## config.mk

```make
export PLATFORM = sky130hd
export DESIGN_NAME = irq_level_arbiter
export DESIGN_NICKNAME = d
export VERILOG_FILES = /design/src/rtl/irq_arb_pkg.sv /design/src/rtl/irq_flag_bank.sv /design/src/rtl/irq_level_bank.sv /design/src/rtl/irq_pick.sv /design/src/rtl/irq_level_arbiter.sv
export SDC_FILE = /design/constraint.sdc
export NUM_CORES = 1
export LEC_CHECK = 0
export BUFFER_PORTS_ARGS = -buffer_cell sky130_fd_sc_hd__buf_4
export CELL_PAD_IN_SITES_DETAIL_PLACEMENT = 0
export CELL_PAD_IN_SITES_GLOBAL_PLACEMENT = 1
export CORE_MARGIN = 2
export CORE_UTILIZATION = 41
export DETAILED_ROUTE_END_ITERATION = 10
export PLACE_DENSITY = 0.75
export SLEW_MARGIN = 20
export SYNTH_ARGS = -nofsm -noshare
export SYNTH_HDL_FRONTEND = slang
export SYNTH_SLANG_ARGS = --single-unit
```

## constraint.sdc

```tcl
create_clock -name clk -period 23.2 [get_ports clk]
set_input_delay 4.64 -clock clk [delete_from_list [all_inputs] [get_ports clk]]
set_output_delay 4.64 -clock clk [all_outputs]
set_load 0.005 [all_outputs]
```

## src/rtl/irq_arb_pkg.sv

```systemverilog
package irq_arb_pkg;

  typedef enum logic [1:0] {
    REG_LEVEL  = 2'd0,
    REG_FLAG   = 2'd1,
    REG_ENABLE = 2'd2,
    REG_NONE   = 2'd3
  } reg_kind_e;

  // Map a register index onto its kind; level registers come first.
  function automatic reg_kind_e decode_kind(input int unsigned idx,
                                            input int unsigned n_lvl_regs);
    if (idx < n_lvl_regs)            return REG_LEVEL;
    else if (idx == n_lvl_regs)      return REG_FLAG;
    else if (idx == n_lvl_regs + 1)  return REG_ENABLE;
    else                             return REG_NONE;
  endfunction

endpackage

```

## src/rtl/irq_flag_bank.sv

```systemverilog
module irq_flag_bank #(
  parameter int N = 16
) (
  input  logic         clk,
  input  logic         rst,
  input  logic [N-1:0] pulse,
  input  logic [N-1:0] clr_mask,
  input  logic         en_wr,
  input  logic [N-1:0] en_wdata,
  output logic [N-1:0] flags_q,
  output logic [N-1:0] en_q
);

  logic [N-1:0] set_mask;

  assign set_mask = pulse & en_q;

  always_ff @(posedge clk) begin
    if (rst) begin
      flags_q <= '0;
      en_q    <= '0;
    end else begin
      flags_q <= (flags_q & ~clr_mask) | set_mask;
      if (en_wr) en_q <= en_wdata;
    end
  end

  AST_FLAG_HOLD: assert property (@(posedge clk) disable iff (rst)
    1'b1 |=> ((flags_q & $past(flags_q & ~clr_mask)) == $past(flags_q & ~clr_mask)));

  AST_SET_WINS: assert property (@(posedge clk) disable iff (rst)
    1'b1 |=> ((flags_q & $past(set_mask)) == $past(set_mask)));

endmodule

```

## src/rtl/irq_level_bank.sv

```systemverilog
module irq_level_bank #(
  parameter int N      = 16,
  parameter int LVL_W  = 3,
  parameter int DATA_W = 16,
  parameter int ADDR_W = 4
) (
  input  logic              clk,
  input  logic              rst,
  input  logic              wr_en,
  input  logic [ADDR_W-1:0] wr_idx,
  input  logic [DATA_W-1:0] wdata,
  input  logic [ADDR_W-1:0] rd_idx,
  output logic [DATA_W-1:0] rd_word,
  output logic [N*LVL_W-1:0] levels
);

  localparam int HALF = DATA_W / 2;

  logic [LVL_W-1:0] lvl_q [N];

  for (genvar i = 0; i < N; i++) begin : g_lvl
    localparam logic [ADDR_W-1:0] MY_IDX = ADDR_W'(i / 2);
    localparam int                MY_POS = (i % 2) * HALF;

    always_ff @(posedge clk) begin
      if (rst)
        lvl_q[i] <= '0;
      else if (wr_en && wr_idx == MY_IDX)
        lvl_q[i] <= wdata[MY_POS +: LVL_W];
    end

    assign levels[i*LVL_W +: LVL_W] = lvl_q[i];
  end

  always_comb begin
    rd_word = '0;
    for (int i = 0; i < N; i++) begin
      if (rd_idx == ADDR_W'(i / 2))
        rd_word[(i % 2) * HALF +: LVL_W] = lvl_q[i];
    end
  end

endmodule

```

## src/rtl/irq_pick.sv

```systemverilog
module irq_pick #(
  parameter int N     = 16,
  parameter int LVL_W = 3,
  localparam int IDX_W = (N > 1) ? $clog2(N) : 1
) (
  input  logic [N-1:0]       cand,
  input  logic [N*LVL_W-1:0] levels,
  output logic               win_valid,
  output logic [IDX_W-1:0]   win_idx,
  output logic [LVL_W-1:0]   win_lvl
);

  // Ascending scan with strict compare: ties keep the lower index.
  always_comb begin
    win_valid = 1'b0;
    win_idx   = '0;
    win_lvl   = '0;
    for (int i = 0; i < N; i++) begin
      if (cand[i] && (!win_valid || levels[i*LVL_W +: LVL_W] > win_lvl)) begin
        win_valid = 1'b1;
        win_idx   = IDX_W'(i);
        win_lvl   = levels[i*LVL_W +: LVL_W];
      end
    end
  end

endmodule

```

## src/rtl/irq_level_arbiter.sv

```systemverilog
module irq_level_arbiter #(
  parameter int N        = 16,
  parameter int LVL_W    = 3,
  parameter int VEC_W    = 5,
  parameter int VEC_BASE = 8,
  parameter int NMI_VEC  = 2,
  parameter int DATA_W   = 16,
  parameter int ADDR_W   = 4
) (
  input  logic              clk,
  input  logic              rst,
  input  logic [N-1:0]      src_pulse,
  input  logic              nmi_in,
  input  logic              cpu_ie,
  input  logic [LVL_W-1:0]  cpu_il,
  input  logic [ADDR_W-1:0] bus_addr,
  input  logic              bus_wr,
  input  logic [DATA_W-1:0] bus_wdata,
  output logic [DATA_W-1:0] bus_rdata,
  output logic              irq_req,
  output logic              irq_nmi,
  output logic [VEC_W-1:0]  irq_vec,
  output logic [LVL_W-1:0]  irq_lvl
);
  import irq_arb_pkg::*;

  localparam int IDX_W      = (N > 1) ? $clog2(N) : 1;
  localparam int N_LVL_REGS = (N + 1) / 2;

  reg_kind_e          kind;
  logic [N-1:0]       flags_q, en_q, clr_mask;
  logic [N*LVL_W-1:0] levels;
  logic [DATA_W-1:0]  lvl_word;
  logic               win_valid;
  logic [IDX_W-1:0]   win_idx;
  logic [LVL_W-1:0]   win_lvl;

  assign kind     = decode_kind(32'(bus_addr), N_LVL_REGS);
  assign clr_mask = (bus_wr && kind == REG_FLAG) ? bus_wdata[N-1:0] : '0;

  irq_flag_bank #(.N(N)) u_flags (
    .clk      (clk),
    .rst      (rst),
    .pulse    (src_pulse),
    .clr_mask (clr_mask),
    .en_wr    (bus_wr && kind == REG_ENABLE),
    .en_wdata (bus_wdata[N-1:0]),
    .flags_q  (flags_q),
    .en_q     (en_q)
  );

  irq_level_bank #(.N(N), .LVL_W(LVL_W), .DATA_W(DATA_W), .ADDR_W(ADDR_W)) u_levels (
    .clk     (clk),
    .rst     (rst),
    .wr_en   (bus_wr && kind == REG_LEVEL),
    .wr_idx  (bus_addr),
    .wdata   (bus_wdata),
    .rd_idx  (bus_addr),
    .rd_word (lvl_word),
    .levels  (levels)
  );

  irq_pick #(.N(N), .LVL_W(LVL_W)) u_pick (
    .cand      (flags_q & en_q),
    .levels    (levels),
    .win_valid (win_valid),
    .win_idx   (win_idx),
    .win_lvl   (win_lvl)
  );

  always_ff @(posedge clk) begin
    if (rst) begin
      irq_req <= 1'b0;
      irq_nmi <= 1'b0;
      irq_vec <= '0;
      irq_lvl <= '0;
    end else if (nmi_in) begin
      irq_req <= 1'b1;
      irq_nmi <= 1'b1;
      irq_vec <= VEC_W'(NMI_VEC);
      irq_lvl <= '0;
    end else if (win_valid && cpu_ie && win_lvl > cpu_il) begin
      irq_req <= 1'b1;
      irq_nmi <= 1'b0;
      irq_vec <= VEC_W'(VEC_BASE) + VEC_W'(win_idx);
      irq_lvl <= win_lvl;
    end else begin
      irq_req <= 1'b0;
      irq_nmi <= 1'b0;
      irq_vec <= '0;
      irq_lvl <= '0;
    end
  end

  always_ff @(posedge clk) begin
    if (rst) begin
      bus_rdata <= '0;
    end else begin
      unique case (kind)
        REG_LEVEL:  bus_rdata <= lvl_word;
        REG_FLAG:   bus_rdata <= DATA_W'(flags_q);
        REG_ENABLE: bus_rdata <= DATA_W'(en_q);
        default:    bus_rdata <= '0;
      endcase
    end
  end

  AST_REQ_ABOVE_IL: assert property (@(posedge clk) disable iff (rst)
    (irq_req && !irq_nmi) |-> ($past(cpu_ie) && irq_lvl > $past(cpu_il)));

  AST_NMI_WINS: assert property (@(posedge clk) disable iff (rst)
    nmi_in |=> (irq_req && irq_nmi && irq_vec == VEC_W'(NMI_VEC) && irq_lvl == '0));

  AST_VEC_RANGE: assert property (@(posedge clk) disable iff (rst)
    (irq_req && !irq_nmi) |-> (irq_vec >= VEC_W'(VEC_BASE) && irq_vec < VEC_W'(VEC_BASE + N)));

  AST_IDLE_ZERO: assert property (@(posedge clk) disable iff (rst)
    !irq_req |-> (!irq_nmi && irq_vec == '0 && irq_lvl == '0));

endmodule

```

==> results.ini, run 1 <==
[run_status]
status=complete, no violations

[synthesis]
synth_warnings=0
synthMuxAreaShare_pct=1.55
ys_seq_area_share_pct=39.4
synth_xor_area_share_pct=0
synth-simple-area-share_pct=23.2
synth_compound_area_share_pct=24.4
yosys.area_share.adder_pct=7.54
synthCells=763
synth.net_count=846
ys_seq_elements=106
synth_top_family_by_area=compound AO/OA/AOI/OAI gates
async_reset_ff_share_pct=0
netlist_area_um2=6600
synth_edf_count=48
synth_ff_type=dfxtp_1
synth_cell_type_count=72
avgSynthCellArea_um2=8.66

[job]
max-cap-violations=0

[clocking]
clk_latency_ps=360
cts.sinks=106
clk_pin_slew_ps=80
h-tree-depth=3
holdBufCountCts=0
cts_tree=done
clock-root-buffer=clkbuf_16
clockBufferDepth=2
cts_made_buffers=9

[power_and_ir_drop]
power_mw=0.406
worst_ir_drop_vdd_mv=0.0477
p_leak_nw=3.38
pwr_density_cell_nw_per_um2=47.5

[route]
first_pass_iters=5
ant_nets=0
via_per_inst=5.84
routedWlPerCell_um=19.6
drc_errors=0
vias=6364
drt-initial-drc-count=543
wl_um=21300

[floorplan]
die_y_um=131
die_w_um=131
core_um2=15800
initial_core_util_pct=41.7
core.rowCount=46
dieArea_um2=17100
io_pins=70

[setup_path]
critPathKind=flip-flop to flip-flop
crit_fanout=7
cp_slowest_stage_delay_ps=510
r2r_slack_ps=1020
r2r_cells=116
slowest_stage=or4_4
worst_setup_path_start_kind=flip-flop
reg2reg_from=u_levels.lvl_q[0][2]$_SDFFCE_PN0P_
critPathArrivalTime_ps=22470
required_ps=23490
cpMostUsedCell=ha_1
rr_endpoint=irq_vec[0]$_SDFF_PP0_
crit_path_end_kind=flip-flop

[finish]
nNetsFinal=952
fill_cells=1442
syn_to_final_growth_pct=29.6
final_cell_mix=buf_4 (122), nand2_1 (117), nor2_1 (57), dfxtp_1 (56), and2_1 (52)
layout_commonest_cell=buf_4
final_layout_size_suffix_gt1_share_pct=26.1
antenna_cells=0

[sta]
drv_slew=0
worst_hold_slack_ps=488
maxSlewHeadroom_pct=25.2
hold_violations=0
fin_tns_setup_ps=0
finalSetupViolations=0
fmax_ghz=0.0451
tightest_slew_ps=1120
fin_crit_sh_pct=95.6
skew_ps=8.23
min_period_ps=22180

[place]
numPortBuffers=69
place_congestion=0.872
hpwl_um=15700

[global_routing]
track_usage_pct=24.8
antenna_found_initial=0
grt_start_max_net_pins=34
grt_pass1_wl_um=32100
grt_pass1_vias=5990
grt_overflow=0

[min_path]
hp-start=u_flags.en_q[7]$_SDFFE_PP0P_
hold_class=flip-flop to flip-flop
hold_end=u_flags.en_q[7]$_SDFFE_PP0P_
hold_depth=2

cell usage after synthesis, types with 3 or more instances:
cell,n,area (µm²)
a22oi_1,45,338
nand4_1,4,25.0
o21a_1,4,30.0
o311a_1,3,30.0
nand2_1,118,443
a211o_1,3,26.3
dfxtp_1,58,1160
nor4_1,3,18.8
a21o_1,8,60.1
or2_2,3,18.8
nor2_1,60,225
mux2i_1,8,80.1
nand3b_1,6,45.0
nand3_1,16,80.1
a32oi_1,3,26.3
clkbuf_1,24,90.1
nand2b_1,8,50.1
and3_1,8,50.1
and2_1,54,338
o211ai_1,4,30.0
a31oi_1,18,113
nor2b_1,8,50.1
nor3_1,13,65.1
o22ai_1,5,31.3
or3_1,5,31.3
ha_1,39,488
a211oi_1,8,60.1
edfxtp_1,48,1440
o31ai_1,9,67.6
o31a_1,3,26.3
inv_1,37,139
a21oi_1,46,230
o21ai_0,29,145
through the flow:
step	setup slack (ps)	utilization, %	cell area (µm²)	std cells
after floorplan	911	-	6600	763
after global placement	-662	46.8	7410	1037
after detailed placement	-1010	46.8	7410	1037
after CTS	22.2	49.7	7870	1055
after global routing	-196	54.1	8560	1090
final	1020	54.1	8560	1090
final cells by class:
class                      instances  area, µm²  share of cell area (%)
multi-input combinational        592       4320                    50.5
sequential                       106       2610                    30.5
timing repair buffer             123        927                    10.8
tap                              216        270                    3.16
clock buffer                       9        225                    2.63
inverter                          37        139                    1.62
clock inverter                     7       67.6                   0.790
report_power, final:
part | switching [mW] | total [mW] | internal, mW
clock | 0.0764 | 0.152 | 0.0759
combinational | 0.0257 | 0.0446 | 0.0188
sequential | 0.00780 | 0.209 | 0.201
total | 0.110 | 0.406 | 0.296
worst max-delay path: cells and delay by family (launching register included):
| kind | cells | cell delay [ps] |
|---|---|---|
| compound gates | 55 | 9350 |
| simple gates | 34 | 6230 |
| fa+ha+maj | 16 | 4300 |
| buf+inv | 9 | 1090 |
| mux | 2 | 680 |
| flops | 1 | 440 |
sequential cells by signal, summed over array words and instances (netlist names):
| signal | flops |
|---|---|
| u_levels.lvl_q | 48 |
| u_flags.flags_q | 16 |
| irq_req | 1 |
| irq_vec | 5 |
| bus_rdata | 16 |
| irq_nmi | 1 |
| u_flags.en_q | 16 |
| irq_lvl | 3 |
logic make-up after synthesis:
group,Yosys count
simple gates,317
flops,106
buf+inv,65
fa+ha+maj,40
mux,10
compound gates,225
layer usage:
metal | track usage [%] | vias to the layer above | wire [µm]
li1 | - | 3025 | -
met1 | 33.7 | 3111 | 9630
met2 | 39.6 | 194 | 9990
met3 | 3.95 | 34 | 1060
met4 | 9.76 | 0 | 644
met5 | 0 | - | 0
repair_timing:
action | in CTS | in global routing
gates resized for setup | 37 | 86
pin swaps | 3 | 45
setup buffers | 2 | 35
endpoints found under the setup margin | 9 | 9
endpoints found under the hold margin | 0 | 0
how the worst max path moves through the flow:
stage,from,to,slack [ps],depth (start not counted)
2_1_floorplan,u_flags.en_q[0]$_SDFFE_PP0P_,irq_vec[0]$_SDFF_PP0_,910,125
3_3_place_gp,u_flags.en_q[0]$_SDFFE_PP0P_,irq_vec[0]$_SDFF_PP0_,-660,113
3_5_place_dp,u_flags.en_q[0]$_SDFFE_PP0P_,irq_vec[0]$_SDFF_PP0_,-1010,116
4_1_cts,u_flags.flags_q[0]$_SDFF_PP0_,irq_vec[0]$_SDFF_PP0_,20,116
5_1_grt,u_levels.lvl_q[0][2]$_SDFFCE_PN0P_,irq_vec[0]$_SDFF_PP0_,-200,119
6_report,u_levels.lvl_q[0][2]$_SDFFCE_PN0P_,irq_vec[0]$_SDFF_PP0_,1020,116
Note: power is estimated with default switching activity, not from simulation.
==> run 2: changes to the inputs <==
--- a/config.mk
+++ b/config.mk
@@ -9,9 +9,9 @@
 export CELL_PAD_IN_SITES_DETAIL_PLACEMENT = 0
 export CELL_PAD_IN_SITES_GLOBAL_PLACEMENT = 1
 export CORE_MARGIN = 2
-export CORE_UTILIZATION = 41
+export CORE_UTILIZATION = 40
 export DETAILED_ROUTE_END_ITERATION = 10
-export PLACE_DENSITY = 0.75
+export PLACE_DENSITY = 0.73
 export SLEW_MARGIN = 20
 export SYNTH_ARGS = -nofsm -noshare
 export SYNTH_HDL_FRONTEND = slang
==> results.ini, run 2 (synthesis gave the netlist of run 1 again) <==
[sta]
skew_ps=8.19  ; was 8.23 ps
min_period_ps=22150  ; was 22180 ps
hold_violations=0  ; unchanged
worst_hold_slack_ps=490  ; was 488 ps
drv_slew=0  ; unchanged
fmax_ghz=0.0452  ; was 0.0451 GHz
tightest_slew_ps=1160  ; was 1120 ps
fin_crit_sh_pct=95.5  ; was 95.6%
setup_slack_ps=1050  ; was 1020 ps
fin_tns_setup_ps=0  ; unchanged
finalSetupViolations=0  ; unchanged
maxSlewHeadroom_pct=22.5  ; was 25.2%

[place]
post-place-ws_ps=-526  ; was -1010 ps
place_congestion=0.955  ; was 0.872
dpl.cell_count=1045  ; was 1037
numPortBuffers=69  ; unchanged
hpwl_um=16100  ; was 15700 µm

[setup_path]
critPathArrivalTime_ps=22420  ; was 22470 ps
critPathKind=flip-flop to flip-flop  ; unchanged
cp_slowest_stage_delay_ps=500  ; was 510 ps
slowest_stage=or4_4  ; unchanged
required_ps=23480  ; was 23490 ps
worst_setup_path_start_kind=flip-flop  ; unchanged
crit_fanout=6  ; was 7
crit_path_end_kind=flip-flop  ; unchanged
cpMostUsedCell=ha_1  ; unchanged

[finish]
final_core_util_pct=53.1  ; was 54.1%
nNetsFinal=954  ; was 952
top_register=u_levels.lvl_q  ; unchanged
stdcell_count=1092  ; was 1090
fill_cells=1548  ; was 1442
multi_input_area_um2=4220  ; was 4320 µm²
final_layout_size_suffix_gt1_share_pct=24.9  ; was 26.1%
layout_commonest_cell=buf_4  ; unchanged
final-seq-area_um2=2610  ; unchanged
final_cell_mix=buf_4 (124), nand2_1 (115), nor2_1 (57), dfxtp_1 (56), and2_1 (54)  ; was buf_4 (122), nand2_1 (117), nor2_1 (57), dfxtp_1 (56), and2_1 (52)
largest_reg_flops=48  ; unchanged
antenna_cells=0  ; unchanged
syn_to_final_growth_pct=28.6  ; was 29.6%

[clocking]
h-tree-depth=3  ; unchanged
cts_tree=done  ; unchanged
clk_latency_ps=350  ; was 360 ps
cts.sinks=106  ; unchanged
clock-root-buffer=clkbuf_16  ; unchanged
clk_pin_slew_ps=70  ; was 80 ps
holdBufCountCts=0  ; unchanged
cts_made_buffers=9  ; unchanged
clockBufferDepth=2  ; unchanged

[power_and_ir_drop]
worst_ir_drop_vdd_mv=0.0315  ; was 0.0477 mV
p_leak_nw=3.38  ; about the same
pwr_density_cell_nw_per_um2=48.5  ; was 47.5 nW/µm²

[route]
first_pass_iters=5  ; unchanged
wl_um=21700  ; was 21300 µm
via_per_inst=5.75  ; was 5.84
ant_nets=0  ; unchanged
vias=6281  ; was 6364
drt-initial-drc-count=422  ; was 543
drc_errors=0  ; unchanged
routedWlPerCell_um=19.8  ; was 19.6 µm

[floorplan]
core_um2=16000  ; was 15800 µm²
dieArea_um2=17600  ; was 17100 µm²
io_pins=70  ; unchanged
core.rowCount=46  ; unchanged
initial_core_util_pct=41.3  ; was 41.7%
die_y_um=132  ; was 131 µm
die_w_um=132  ; was 131 µm

[job]
max-cap-violations=0  ; unchanged

[global_routing]
track_usage_pct=24.2  ; was 24.8%
grt_pass1_vias=6079  ; was 5990
grt_pass1_wl_um=33200  ; was 32100 µm
antenna_found_initial=0  ; unchanged
grt_start_max_net_pins=34  ; unchanged
grt_overflow=0  ; unchanged

[run_status]
status=complete, no violations  ; unchanged

[min_path]
hold_class=flip-flop to flip-flop  ; unchanged

-- run 2: report_power, final --
part	switching [mW]	leakage (nW)	internal, mW
registers	0.00754	0.930	0.202
clock network	0.0679	0.150	0.0903
logic	0.0259	2.30	0.0188
-- run 2: per-stage QoR --
stage	cell area, µm²	power [mW]
final	8490	0.412
after global routing	8490	0.426
after CTS	7870	0.409
after detailed placement	7470	0.250
after global placement	7470	0.249
after floorplan	6600	0.230
-- run 2: per-layer routing --
metal	part of all wire, %	vias to the layer above	routed length, µm	GRT usage [%]
li1	-	3024	-	-
met1	46	3022	10000	33.8
met2	46	192	9990	37.9
met3	5.0	43	1090	3.56
met4	2.5	0	531	9.20
met5	0	-	0	0
-- run 2: cell type report --
class | instances | area share, %
Multi-Input combinational cell | 592 | 49.7
Sequential cell | 106 | 30.7
Timing Repair Buffer | 125 | 11.1
Clock buffer | 12 | 3.04
Tap cell | 216 | 3.18
Inverter | 37 | 1.64
Clock inverter | 4 | 0.560
-- run 2: timing repair --
item,CTS,global route
buffers inserted,0,31
resized for setup,22,83
pin swaps,2,49
setup endpoints to repair,9,9
-- run 2: path summary, 6_finish.rpt --
check                                     start                            to  slack, ps  depth (start not counted)
setup / recovery  u_flags.flags_q[0]$_SDFF_PP0_         irq_vec[0]$_SDFF_PP0_       1050                        118
hold / removal     u_flags.en_q[7]$_SDFFE_PP0P_  u_flags.en_q[7]$_SDFFE_PP0P_        490                          2
setup reg to reg  u_flags.flags_q[0]$_SDFF_PP0_         irq_vec[0]$_SDFF_PP0_       1050                        118
hold reg to reg    u_flags.en_q[7]$_SDFFE_PP0P_  u_flags.en_q[7]$_SDFFE_PP0P_        490                          2
-- run 2: critical path, delay by kind of cell (launching register included) --
family,cells,cell delay (ps)
flops,1,380
buf+inv,6,580
compound gates,58,9750
fa+ha+maj,16,4580
simple gates,37,6510
mux,1,270
